[src/rtl/tamper_pkg.sv]
package tamper_pkg;

    typedef enum logic [1:0] {
        CAUSE_NONE  = 2'b00,
        CAUSE_OPEN  = 2'b01,
        CAUSE_SHORT = 2'b10,
        CAUSE_SHOCK = 2'b11
    } cause_t;

    typedef enum logic [1:0] {
        ST_ARMED   = 2'b00,
        ST_VERIFY  = 2'b01,
        ST_LATCHED = 2'b10
    } mon_state_t;

endpackage

[src/rtl/tamper_band_decode.sv]
module tamper_band_decode
    import tamper_pkg::*;
#(
    parameter int ADC_W     = 10,
    parameter int OPEN_MIN  = 921,
    parameter int SHORT_MAX = 102
) (
    input  logic [ADC_W-1:0] code,
    input  logic             shock,
    output cause_t           cand
);

    localparam logic [ADC_W-1:0] OPEN_LIM  = ADC_W'(OPEN_MIN);
    localparam logic [ADC_W-1:0] SHORT_LIM = ADC_W'(SHORT_MAX);

    logic is_open;
    logic is_short;

    assign is_open  = (code >= OPEN_LIM);
    assign is_short = (code <= SHORT_LIM);

    // shock has priority over the loop band
    always_comb begin
        if (shock)         cand = CAUSE_SHOCK;
        else if (is_open)  cand = CAUSE_OPEN;
        else if (is_short) cand = CAUSE_SHORT;
        else               cand = CAUSE_NONE;
    end

endmodule

[src/rtl/tamper_persist.sv]
module tamper_persist #(
    parameter int LIMIT = 20
) (
    input  logic clk,
    input  logic rst_n,
    input  logic clear,
    input  logic tick,
    output logic done
);

    localparam int CW = (LIMIT < 2) ? 1 : $clog2(LIMIT);
    localparam logic [CW-1:0] LAST = CW'(LIMIT - 1);

    logic [CW-1:0] cnt;

    assign done = !clear && tick && (cnt == LAST);

    always_ff @(posedge clk or negedge rst_n) begin
        if (!rst_n) begin
            cnt <= '0;
        end else if (clear) begin
            cnt <= '0;
        end else if (tick) begin
            if (cnt == LAST) cnt <= '0;
            else             cnt <= cnt + 1'b1;
        end
    end

endmodule

[src/rtl/tamper_blinker.sv]
module tamper_blinker #(
    parameter int HALF_TICKS = 250
) (
    input  logic clk,
    input  logic rst_n,
    input  logic run,
    input  logic tick,
    output logic led
);

    localparam int CW = (HALF_TICKS < 2) ? 1 : $clog2(HALF_TICKS);
    localparam logic [CW-1:0] LAST = CW'(HALF_TICKS - 1);

    logic [CW-1:0] cnt;
    logic          phase;

    always_ff @(posedge clk or negedge rst_n) begin
        if (!rst_n) begin
            cnt   <= '0;
            phase <= 1'b1;
        end else if (!run) begin
            cnt   <= '0;
            phase <= 1'b1;
        end else if (tick) begin
            if (cnt == LAST) begin
                cnt   <= '0;
                phase <= ~phase;
            end else begin
                cnt <= cnt + 1'b1;
            end
        end
    end

    assign led = run && phase;

endmodule

[src/rtl/tamper_loop_monitor.sv]
module tamper_loop_monitor
    import tamper_pkg::*;
#(
    parameter int ADC_W        = 10,
    parameter int OPEN_MIN     = 921,
    parameter int SHORT_MAX    = 102,
    parameter int VERIFY_TICKS = 20,
    parameter int BLINK_TICKS  = 250,
    parameter int TICK_W       = 24
) (
    input  logic              clk,
    input  logic              rst_n,
    input  logic              ms_tick,
    input  logic [ADC_W-1:0]  loop_code,
    input  logic              shock_in,
    input  logic              manual_clr,
    output logic              alarm,
    output logic              inhibit,
    output logic              led,
    output logic [1:0]        cause,
    output logic [TICK_W-1:0] stamp
);

    mon_state_t        state_q, state_d;
    cause_t            cand;
    cause_t            held_q;
    cause_t            cause_q;
    logic [TICK_W-1:0] tick_cnt;
    logic [TICK_W-1:0] stamp_q;
    logic              win_clear;
    logic              win_done;
    logic              in_latch;

    tamper_band_decode #(
        .ADC_W    (ADC_W),
        .OPEN_MIN (OPEN_MIN),
        .SHORT_MAX(SHORT_MAX)
    ) u_band (
        .code (loop_code),
        .shock(shock_in),
        .cand (cand)
    );

    assign win_clear = (state_q != ST_VERIFY) || (cand != held_q);

    tamper_persist #(
        .LIMIT(VERIFY_TICKS)
    ) u_window (
        .clk  (clk),
        .rst_n(rst_n),
        .clear(win_clear),
        .tick (ms_tick),
        .done (win_done)
    );

    assign in_latch = (state_q == ST_LATCHED);

    tamper_blinker #(
        .HALF_TICKS(BLINK_TICKS)
    ) u_blink (
        .clk  (clk),
        .rst_n(rst_n),
        .run  (in_latch),
        .tick (ms_tick),
        .led  (led)
    );

    // free-running tick counter
    always_ff @(posedge clk or negedge rst_n) begin
        if (!rst_n)       tick_cnt <= '0;
        else if (ms_tick) tick_cnt <= tick_cnt + 1'b1;
    end

    // next-state logic
    always_comb begin
        state_d = state_q;
        unique case (state_q)
            ST_ARMED: begin
                if (cand != CAUSE_NONE) state_d = ST_VERIFY;          // ARMED->VERIFY
            end
            ST_VERIFY: begin
                if (cand == CAUSE_NONE) state_d = ST_ARMED;           // VERIFY->ARMED
                else if (win_done)      state_d = ST_LATCHED;         // VERIFY->LATCHED
            end
            ST_LATCHED: begin
                if (manual_clr && cand == CAUSE_NONE) state_d = ST_ARMED; // LATCHED->ARMED
            end
            default: state_d = ST_ARMED;
        endcase
    end

    // state register
    always_ff @(posedge clk or negedge rst_n) begin
        if (!rst_n) state_q <= ST_ARMED;
        else        state_q <= state_d;
    end

    // registered outputs: held cause, reported cause, timestamp
    always_ff @(posedge clk or negedge rst_n) begin
        if (!rst_n) begin
            held_q  <= CAUSE_NONE;
            cause_q <= CAUSE_NONE;
            stamp_q <= '0;
        end else begin
            unique case (state_q)
                ST_ARMED: begin
                    held_q <= cand;
                end
                ST_VERIFY: begin
                    if (cand != held_q) begin
                        held_q <= cand;                               // VERIFY->VERIFY restart
                    end else if (win_done) begin
                        cause_q <= held_q;
                        stamp_q <= tick_cnt;
                    end
                end
                ST_LATCHED: begin
                    if (manual_clr && cand == CAUSE_NONE) cause_q <= CAUSE_NONE;
                end
                default: begin
                    held_q  <= CAUSE_NONE;
                    cause_q <= CAUSE_NONE;
                end
            endcase
        end
    end

    assign alarm   = in_latch;
    assign inhibit = in_latch;
    assign cause   = cause_q;
    assign stamp   = stamp_q;

endmodule

[config.mk]
export PLATFORM = sky130hd
export DESIGN_NAME = tamper_loop_monitor
export DESIGN_NICKNAME = d
export VERILOG_FILES = /design/src/rtl/tamper_pkg.sv /design/src/rtl/tamper_band_decode.sv /design/src/rtl/tamper_persist.sv /design/src/rtl/tamper_blinker.sv /design/src/rtl/tamper_loop_monitor.sv
export SDC_FILE = /design/constraint.sdc
export NUM_CORES = 1
export LEC_CHECK = 0
export BUFFER_PORTS_ARGS = -buffer_cell sky130_fd_sc_hd__buf_2
export CAP_MARGIN = 0
export CORE_MARGIN = 5
export CORE_UTILIZATION = 47
export CTS_CLUSTER_DIAMETER = 60
export DETAILED_ROUTE_END_ITERATION = 10
export PLACE_DENSITY = 0.7
export REMOVE_ABC_BUFFERS = 1
export SYNTH_ARGS = -nofsm -noshare
export SYNTH_HDL_FRONTEND = slang
export SYNTH_SLANG_ARGS = --single-unit
[constraint.sdc]
create_clock -name clk -period 2.65 [get_ports clk]
set_input_delay 0.265 -clock clk [delete_from_list [all_inputs] [get_ports clk]]
set_output_delay 0.265 -clock clk [all_outputs]
set_load 0.05 [all_outputs]
==> results of run 1 <==
cells in the mapped netlist, types with 5 or more instances:
master,instances,area [µm²]
and4_1,5,43.8
o21ai_0,11,55.1
inv_1,6,22.5
nand2_1,22,82.6
dfrtp_1,67,1680
mux2_2,25,282
and3_1,10,62.6
xnor2_1,22,193
a21oi_1,7,35.0
nand3_1,14,70.1
nor2_1,11,41.3
clkbuf_1,5,18.8
nand4_1,7,43.8
xor2_1,6,52.6
how the worst max path moves through the flow:
| stage | startpoint | end | slack, ns | cells after the start |
|---|---|---|---|---|
| after floorplan | loop_code[0] | stamp[0] | 0.03 | 5 |
| after global placement | loop_code[2] | stamp[13] | 0.46 | 7 |
| final | u_blink.cnt[1] | u_blink.cnt[0] | 0.63 | 7 |
| after CTS | u_blink.cnt[1] | u_blink.cnt[0] | 0.67 | 7 |
| after global routing | u_blink.cnt[1] | u_blink.cnt[0] | 0.42 | 7 |
| after detailed placement | loop_code[2] | stamp[22] | 0.40 | 7 |
stage by stage:
step / std cells / power (W)
after global placement: 373 / 0.00134
final: 390 / 0.00220
after detailed placement: 373 / 0.00135
after floorplan: 251 / 0.00127
after global routing: 390 / 0.00231
after CTS: 390 / 0.00223
layout make-up:
type,instances,area [µm²],share of cell area (%)
inverters,6,22.5,0.626
repair buffers,46,265,7.37
clock inverters,5,60.1,1.67
clock buffers,11,151,4.21
flip-flops and latches,68,1700,47.3
well taps,77,96.3,2.68
multi-input cells,177,1300,36.1
critical path, stage by stage, from the launching register on:
cell,delay (ns)
dfrtp_1,0.42
inv_1,0.08
ha_1,0.13
nand2_1,0.06
o41ai_1,0.69
inv_1,0.14
nand2_1,0.24
o21ai_0,0.13
cell usage in the layout, fill, tap and decap left out, types with 2 or more instances in the layout:
cell type	instances
clkbuf_8	11
o31ai_1	4
clkinv_4	2
dfrtp_1	67
nand3_1	14
xor2_1	6
nor2b_1	3
and4_1	5
mux2_2	25
inv_1	6
nor3_1	4
nand2_1	22
mux2i_1	2
buf_12	2
nor2_1	11
buf_2	43
ha_1	4
nand4_1	7
xnor2_1	22
a21oi_1	7
and3_1	10
o21ai_0	11
power breakdown:
part	internal (W)	leakage (nW)	total [W]	switching [W]
Combinational	0.0000769	0.720	0.000159	0.0000824
Sequential	0.00109	0.927	0.00117	0.0000731
Clock	0.000487	0.106	0.000875	0.000388
Total	0.00166	1.75	0.00220	0.000543
logic make-up after synthesis:
kind of cell	Yosys count	synth area share (%)
simple gates	82	13.9
buf+inv	14	2.32
mux	28	10.2
flops	68	55.4
xor+xnor	28	7.98
fa+ha+maj	4	1.63
compound gates	35	8.59
routing by layer:
metal	routed length, µm	up-vias
met1	2650	996
met2	2550	42
li1	-	1021
met3	291	6
met5	0	-
met4	72	0
sequential cells by signal, indices dropped and copies added, names as in the netlist:
signal         cells
stamp             24
tick_cnt          24
u_blink.cnt        8
u_window.cnt       5
cause              2
held_q             2
state_q            2
u_blink.phase      1
timing repair:
action,in CTS,in global routing
hold endpoints to repair,27,0
resized for setup,0,0
setup buffers,0,0
hold buffers,1,0
setup endpoints to repair,0,0
==> results.json, run 1 <==
{
  "clock-sinks": 68,
  "yosysSeqAreaShare_pct": 55.4,
  "place_congestion": 0.804,
  "vias_per_cell": 5.29,
  "holdWs_ns": 0.215,
  "whs_endpoint": "state_q[1]",
  "initial_core_util_pct": 48.4,
  "drt-initial-drc-count": 139,
  "track_usage_pct": 14.6,
  "hold_violations": 0,
  "reg2reg_to": "u_blink.cnt[0]",
  "die_h_um": 90.9,
  "layout.nets": 327,
  "avgSynthCellArea_um2": 11.9,
  "syn_inst": 259,
  "num_rows": 29,
  "peakVddDrop_v": 0.000398,
  "max_slew_margin_pct": 49.3,
  "clockBufferDepth": 2,
  "n_antenna_cell": 0,
  "rsz0062_at_grt": "no",
  "tns_ns": 0,
  "criticalPathCategory": "register to register",
  "rrSetupSlack_ns": 0.63,
  "cts-root-buf": "clkbuf_8",
  "dieArea_um2": 8260,
  "final_cell_area_um2": 3600,
  "yosysWarningCount": 0,
  "max_freq_mhz": 496,
  "filler_cell_count": 504,
  "finalSetupViolCount": 0,
  "finalClockSkew_ns": 0.0106,
  "synth_area_um2": 3070,
  "fp.dieW_um": 90.9,
  "hold_start": "manual_clr",
  "reg2reg_from": "u_blink.cnt[1]",
  "p_leak_nw": 1.75,
  "critPathLaunchType": "register",
  "core_area_um2": 6350,
  "end_kind": "register",
  "postLayoutCoreUtil_pct": 56.7,
  "dp_hpwl_mm": 3.91,
  "cts_buffers": 9,
  "fin_ws_ns": 0.635,
  "cts.clk_slew.worst_paths_ns": 0.07,
  "firstDrtPassIters": 4,
  "grtUsageMet3_pct": 4.67,
  "route.detailed.drc": 0,
  "pre_cts_slack_ns": 0.396,
  "htreeDepth": 3,
  "synthFlopType": "dfrtp_1",
  "cts_tree": "done",
  "dpl_cell_area_um2": 3380,
  "p_per_area_nw_per_um2": 611,
  "hp-class": "primary input to register",
  "antenna_found_initial": 0,
  "wire_per_inst_um": 14.3,
  "grt_overflow": 0,
  "final.period_utilization_pct": 76.0,
  "status": "finished, final reports clean",
  "drive_gt1_share_pct": 29.4,
  "grt_pass1_wl_mm": 9.79,
  "gr-usage-met1_pct": 19.1,
  "synth-edff-count": 0,
  "finalCriticalPeriod_ns": 2.02,
  "via_count": 2065,
  "slew_violations": 0,
  "drv_cap": 0,
  "antenna_left": 0,
  "synthArstFlopShare_pct": 100,
  "crit_fanout": 7,
  "ys_seq_elements": 68,
  "num_io_pins": 44,
  "crit_required_ns": 2.85,
  "port_buffers": 43,
  "r2r_cells": 7,
  "clkLatencyLatePin_ns": 0.34,
  "wirelength_mm": 5.57,
  "top_usage_layer": "met2",
  "grt_max_degree": 41,
  "synthDistinctLibCells": 42,
  "area_growth_pct": 17.1,
  "hold_depth": 3,
  "cp.arrival_ns": 2.22,
  "tightest_slew_ns": 0.751,
  "grt_use_met2_pct": 22.8,
  "first_global_vias": 2073
}
No activity file was read; power rests on OpenSTA's default activity.
==> run 2: changes to the inputs <==
- clock period: 2.65 -> 2 ns (I/O delays scaled with it)
==> run 2 against run 1 <==
Count of clock-buffer cells in the layout unchanged; via count increased by 3.6%; largest power group unchanged; wire length increased by 3.4%; combinational power grew 37%; core utilization increased by 1.5 points; non-clock buffer count up 10.
==> results.json, run 2 (synthesized netlist as in run 1, its figures left out) <==
{
  "status": "finished, final reports clean",
  "p_leak_nw": 1.81,
  "initial_core_util_pct": 48.4,
  "power.share.clock_pct": 39.7,
  "clockBufferDepth": 2,
  "p_per_area_nw_per_um2": 792,
  "holdWs_ns": 0.152,
  "swShare_pct": 24.7,
  "firstDrtPassIters": 4,
  "final_common_cell": "dfrtp_1",
  "wirelength_mm": 5.76,
  "num_io_pins": 44,
  "max_slew_margin_pct": 61.9,
  "final_cell_mix": "dfrtp_1 (67), buf_2 (43), mux2_2 (25)",
  "total_power_w": 0.00292,
  "p_sw_w": 0.000721,
  "via_count": 2139,
  "grt_pass1_wl_mm": 10.1,
  "dp_hpwl_mm": 4.01,
  "end_kind": "register",
  "hp-class": "primary input to register",
  "finalSetupViolCount": 0,
  "fin_cells": 400,
  "tightest_slew_ns": 0.571,
  "rsz0062_at_grt": "no",
  "cp.arrival_ns": 2.16,
  "hold_violations": 0,
  "fp.dieW_um": 90.9,
  "slew_violations": 0,
  "finalClockSkew_ns": 0.00629,
  "cts_tree": "done",
  "clkLatencyLatePin_ns": 0.34,
  "pwr-share-seq_pct": 52.8,
  "vias_per_cell": 5.35,
  "filler_cell_count": 522,
  "layout.nets": 337,
  "cts.clk_slew.worst_paths_ns": 0.07,
  "antenna_found_initial": 0,
  "n_antenna_cell": 0,
  "drv_cap": 0,
  "route.detailed.drc": 0,
  "crit_chain": "or3_4 -> a2111oi_4 -> buf_4 -> clkbuf_16 -> mux2_2",
  "met2WireLength_mm": 2.69,
  "antenna_left": 0,
  "htreeDepth": 3,
  "critPathSlowestCell": "or3_4",
  "finalCriticalPeriod_ns": 1.93,
  "path_delay_family": "simple AND/OR/NAND/NOR gates",
  "slowest_delay_ns": 0.39,
  "num_rows": 29,
  "first_global_vias": 2240,
  "track_usage_pct": 14.9,
  "die_h_um": 90.9,
  "final.period_utilization_pct": 96.7,
  "drive_gt1_share_pct": 31.9,
  "cts_buffers": 9,
  "dieArea_um2": 8260,
  "comb_power_share_pct": 7.5,
  "criticalPathCategory": "register to register",
  "core_area_um2": 6350,
  "area_growth_pct": 20.1,
  "place_inst": 381,
  "crit_fanout": 13,
  "wire_per_inst_um": 14.4,
  "grt_overflow": 0,
  "dpl_cell_area_um2": 3440,
  "grt_max_degree": 34,
  "internal_power_w": 0.00220,
  "port_buffers": 43,
  "place_congestion": 0.791,
  "max_freq_mhz": 517,
  "crit_required_ns": 2.23,
  "topRoutingLayerUsed": "met4",
  "final_cell_area_um2": 3690,
  "clock-sinks": 68,
  "drt-initial-drc-count": 79,
  "met3_length_um": 268,
  "cts-root-buf": "clkbuf_8",
  "critPathLaunchType": "register",
  "peakVddDrop_v": 0.000475,
  "met1_length_mm": 2.69,
  "worst-path-buf-inv": 2
}
run 2: changes by cell type in the layout (fill, tap and decap cells not counted), sizes merged:
cell and delta:
buf +9, clkbuf +1, clkinv -2, clkinvlp +1
inv +1
run 2: path summary, 6_finish.rpt:
kind | from | endpoint | slack (ns) | cells past startpoint
setup / recovery | held_q[1] | stamp[10] | 0.07 | 5
hold / removal | manual_clr | state_q[1] | 0.15 | 3
setup reg to reg | held_q[1] | stamp[10] | 0.07 | 5
hold reg to reg | tick_cnt[23] | tick_cnt[23] | 0.47 | 1
max in group asynchronous | rst_n | held_q[1] | 1.02 | 3
min in group asynchronous | rst_n | cause[0] | 0.40 | 2
run 2: repair_timing:
action / CTS / global route
gates resized for setup: 0 / 1
setup endpoints to repair: 0 / 24
hold buffers: 1 / 0
endpoints found under the hold margin: 22 / 0
setup buffers: 0 / 1
run 2: final cells by class:
class / count / area (µm²) / area share [%]
multi-input cells: 177 / 1300 / 35.3
inverters: 6 / 22.5 / 0.610
flip-flops and latches: 68 / 1700 / 46.1
clock buffers: 11 / 151 / 4.10
clock inverters: 5 / 58.8 / 1.59
well taps: 77 / 96.3 / 2.61
repair buffers: 56 / 358 / 9.69
run 2: tightest hold or removal path, stage by stage:
cell,delay [ns]
buf_2,0.09
a21o_1,0.10
o31ai_1,0.06
run 2: per-layer routing:
metal | global-route usage (%) | vias up
met3 | 4.58 | 11
met1 | 19.0 | 1049
met4 | 5.87 | 0
met5 | 0 | -
met2 | 23.7 | 38
li1 | - | 1041
run 2: power groups by stage:
stage	Combinational [W]	Clock, W	Sequential [W]
6_report	0.000218	0.00116	0.00154
5_1_grt	0.000253	0.00127	0.00156
4_1_cts	0.000223	0.00120	0.00154
3_5_place_dp	0.000220	0	0.00157
3_3_place_gp	0.000216	0	0.00157
2_1_floorplan	0.000135	0	0.00154
run 2: stage by stage:
stage / utilization [%] / setup WS (ns) / TNS (ns)
after floorplan: - / -0.553 / -14.19
after global placement: 54.1 / -0.0739 / -1.70
after detailed placement: 54.1 / -0.135 / -2.98
after CTS: 57.6 / 0.0252 / 0
after global routing: 58.1 / 0.00384 / 0
final: 58.1 / 0.0659 / 0
==> run 3: changes to the inputs <==
- PLACE_DENSITY: 0.7 -> 0.69
- SYNTH_HIERARCHICAL: unset -> 1
==> run 3 against run 2 <==
Sequential power barely moved; final cell count up 5.8%; fmax shrank 2.2%; largest power group unchanged; synthesized area rose by 2.0%; power fell by 2.9%; setup slack got worse by 0.044 ns; sequential cell count is the same.
==> results.json, run 3 <==
{
  "hp-class": "primary input to register",
  "cts_buffers": 9,
  "core_area_um2": 6420,
  "antenna_found_initial": 0,
  "final_common_cell": "dfrtp_1",
  "synth_area_um2": 3130,
  "clockBufferDepth": 2,
  "p_leak_nw": 1.83,
  "wire_per_inst_um": 14.7,
  "grt_max_degree": 69,
  "max_freq_mhz": 505,
  "via_count": 2298,
  "finalCriticalPeriod_ns": 1.98,
  "synthDistinctLibCells": 48,
  "fp.dieW_um": 91.7,
  "synthFlopType": "dfrtp_1",
  "syn_inst": 271,
  "final.period_utilization_pct": 98.9,
  "ys_seq_elements": 68,
  "yosysSeqAreaShare_pct": 54.3,
  "grt_overflow": 0,
  "synth_top_area_share_pct": 53.5,
  "drv_cap": 0,
  "criticalPathCategory": "primary input to register",
  "final_cell_area_um2": 3810,
  "num_io_pins": 44,
  "crit_fanout": 4,
  "port_buffers": 43,
  "dp_hpwl_mm": 4.22,
  "crit_required_ns": 2.26,
  "cts.clk_slew.worst_paths_ns": 0.07,
  "synth_common_cells": "dfrtp_1 (67), mux2_2 (25), nand2_1 (23), nor2_1 (14), xnor2_1 (14)",
  "cts_tree": "done",
  "area_growth_pct": 21.5,
  "first_global_vias": 2216,
  "num_rows": 29,
  "clock-sinks": 68,
  "place_congestion": 0.789,
  "synthArstFlopShare_pct": 100,
  "initial_core_util_pct": 48.8,
  "post_cts_buffers": 0,
  "peakVddDrop_v": 0.000385,
  "dieArea_um2": 8400,
  "track_usage_pct": 15.4,
  "clkLatencyLatePin_ns": 0.34,
  "drive_gt1_share_pct": 34.7,
  "tightest_slew_ns": 0.582,
  "status": "finished, final reports clean",
  "finalClockSkew_ns": 0.00900,
  "synth_most_common_cell": "dfrtp_1",
  "cp.arrival_ns": 2.24,
  "tns_ns": 0,
  "synth.area.top_cells": "dfrtp_1 (53%), mux2_2 (9.0%), xnor2_1 (3.9%)",
  "max_slew_margin_pct": 60.9,
  "htreeDepth": 3,
  "die_h_um": 91.7,
  "end_kind": "register",
  "synth_top_area_cell": "dfrtp_1",
  "finalSetupViolCount": 0,
  "route.detailed.drc": 0,
  "avgSynthCellArea_um2": 11.6,
  "wirelength_mm": 6.21,
  "firstDrtPassIters": 4,
  "drt-initial-drc-count": 94,
  "vias_per_cell": 5.43,
  "dpl_cell_area_um2": 3570,
  "yosysWarningCount": 6,
  "slew_violations": 0,
  "hold_violations": 0,
  "cts-root-buf": "clkbuf_8",
  "critPathLaunchType": "primary input",
  "filler_cell_count": 542,
  "final_cell_mix": "dfrtp_1 (67), buf_2 (43), mux2_2 (25)",
  "layout.nets": 360,
  "grt_pass1_wl_mm": 10.3,
  "p_per_area_nw_per_um2": 745,
  "n_antenna_cell": 0,
  "synth-edff-count": 0,
  "pre_cts_slack_ns": -0.447,
  "antenna_left": 0,
  "fin_ws_ns": 0.0214
}
==> run 3: changes by cell type in the layout (fill, tap and decap cells not counted), sizes merged, moves of 5 or more <==
cell and delta:
buf +9, and3 -8, nor2b +5, nand3 -5, or4 +5, xor2 +6, xnor2 -8
==> run 3: what timing repair did <==
item                       CTS  global route
resized for setup            2             6
hold buffers                 1             0
cloned                       0             0
pin swaps                    1             5
hold endpoints to repair    67             0
setup endpoints to repair   26            26
==> run 3: per-layer routing <==
metal | GRT usage (%) | wire (µm)
met1 | 20.8 | 2800
met2 | 23.5 | 3120
met3 | 3.60 | 196
met4 | 7.04 | 90
met5 | 0 | 0
==> run 3: cell type report <==
cell class	instances	area (µm²)	share of cell area, %
flip-flops and latches	68	1700	44.7
inverters	9	33.8	0.887
clock inverters	6	40.0	1.05
repair buffers	64	388	10.2
well taps	77	96.3	2.53
clock buffers	10	138	3.61
multi-input cells	189	1410	37.0
==> run 3: logic make-up after synthesis <==
group / count (synthesis) / synth area share (%)
flops: 68 / 54.3
fa+ha+maj: 4 / 1.60
buf+inv: 14 / 2.16
compound gates: 35 / 7.51
mux: 27 / 9.62
simple gates: 97 / 17.5
xor+xnor: 26 / 7.27
==> run 3: where the power goes <==
| group | total (W) | internal [W] | switching, W |
|---|---|---|---|
| combinational | 0.000278 | 0.000137 | 0.000141 |
| sequential | 0.00155 | 0.00145 | 0.000101 |
| clock | 0.00101 | 0.000481 | 0.000527 |
| total | 0.00284 | 0.00207 | 0.000770 |
==> run 3: final timing paths <==
| path | from | to | slack (ns) | depth (start not counted) |
|---|---|---|---|---|
| worst min register to register | tick_cnt[23] | tick_cnt[23] | 0.47 | 1 |
| worst min-delay path | manual_clr | state_q[1] | 0.09 | 2 |
| min in group asynchronous | rst_n | u_blink/cnt[3] | 0.40 | 3 |
| worst max register to register | held_q[1] | cause[1] | 0.03 | 9 |
| worst max-delay path | loop_code[2] | cause[1] | 0.02 | 12 |
| max in group asynchronous | rst_n | u_blink/phase | 1.27 | 3 |
==> run 3: through the flow <==
stage                     power, W  std cells  hold WS [ns]  utilization [%]
after floorplan            0.00169        266       -0.0956                -
after global placement     0.00183        406         0.250             55.7
after detailed placement   0.00185        406         0.251             55.7
after CTS                  0.00285        423        0.0714             58.7
after global routing       0.00297        423        0.0853             59.3
final                      0.00284        423        0.0875             59.3
==> run 3: worst max-delay path, stage by stage <==
cell and delay, ns:
buf_2 0.11, a311oi_2 0.27, o22a_1 0.21, xor2_2 0.18
nor2_1 0.09, nand2_1 0.16, nor4_4 0.06, buf_4 0.14
nor3b_1 0.13, buf_4 0.14, or3b_2 0.44, o211ai_1 0.10
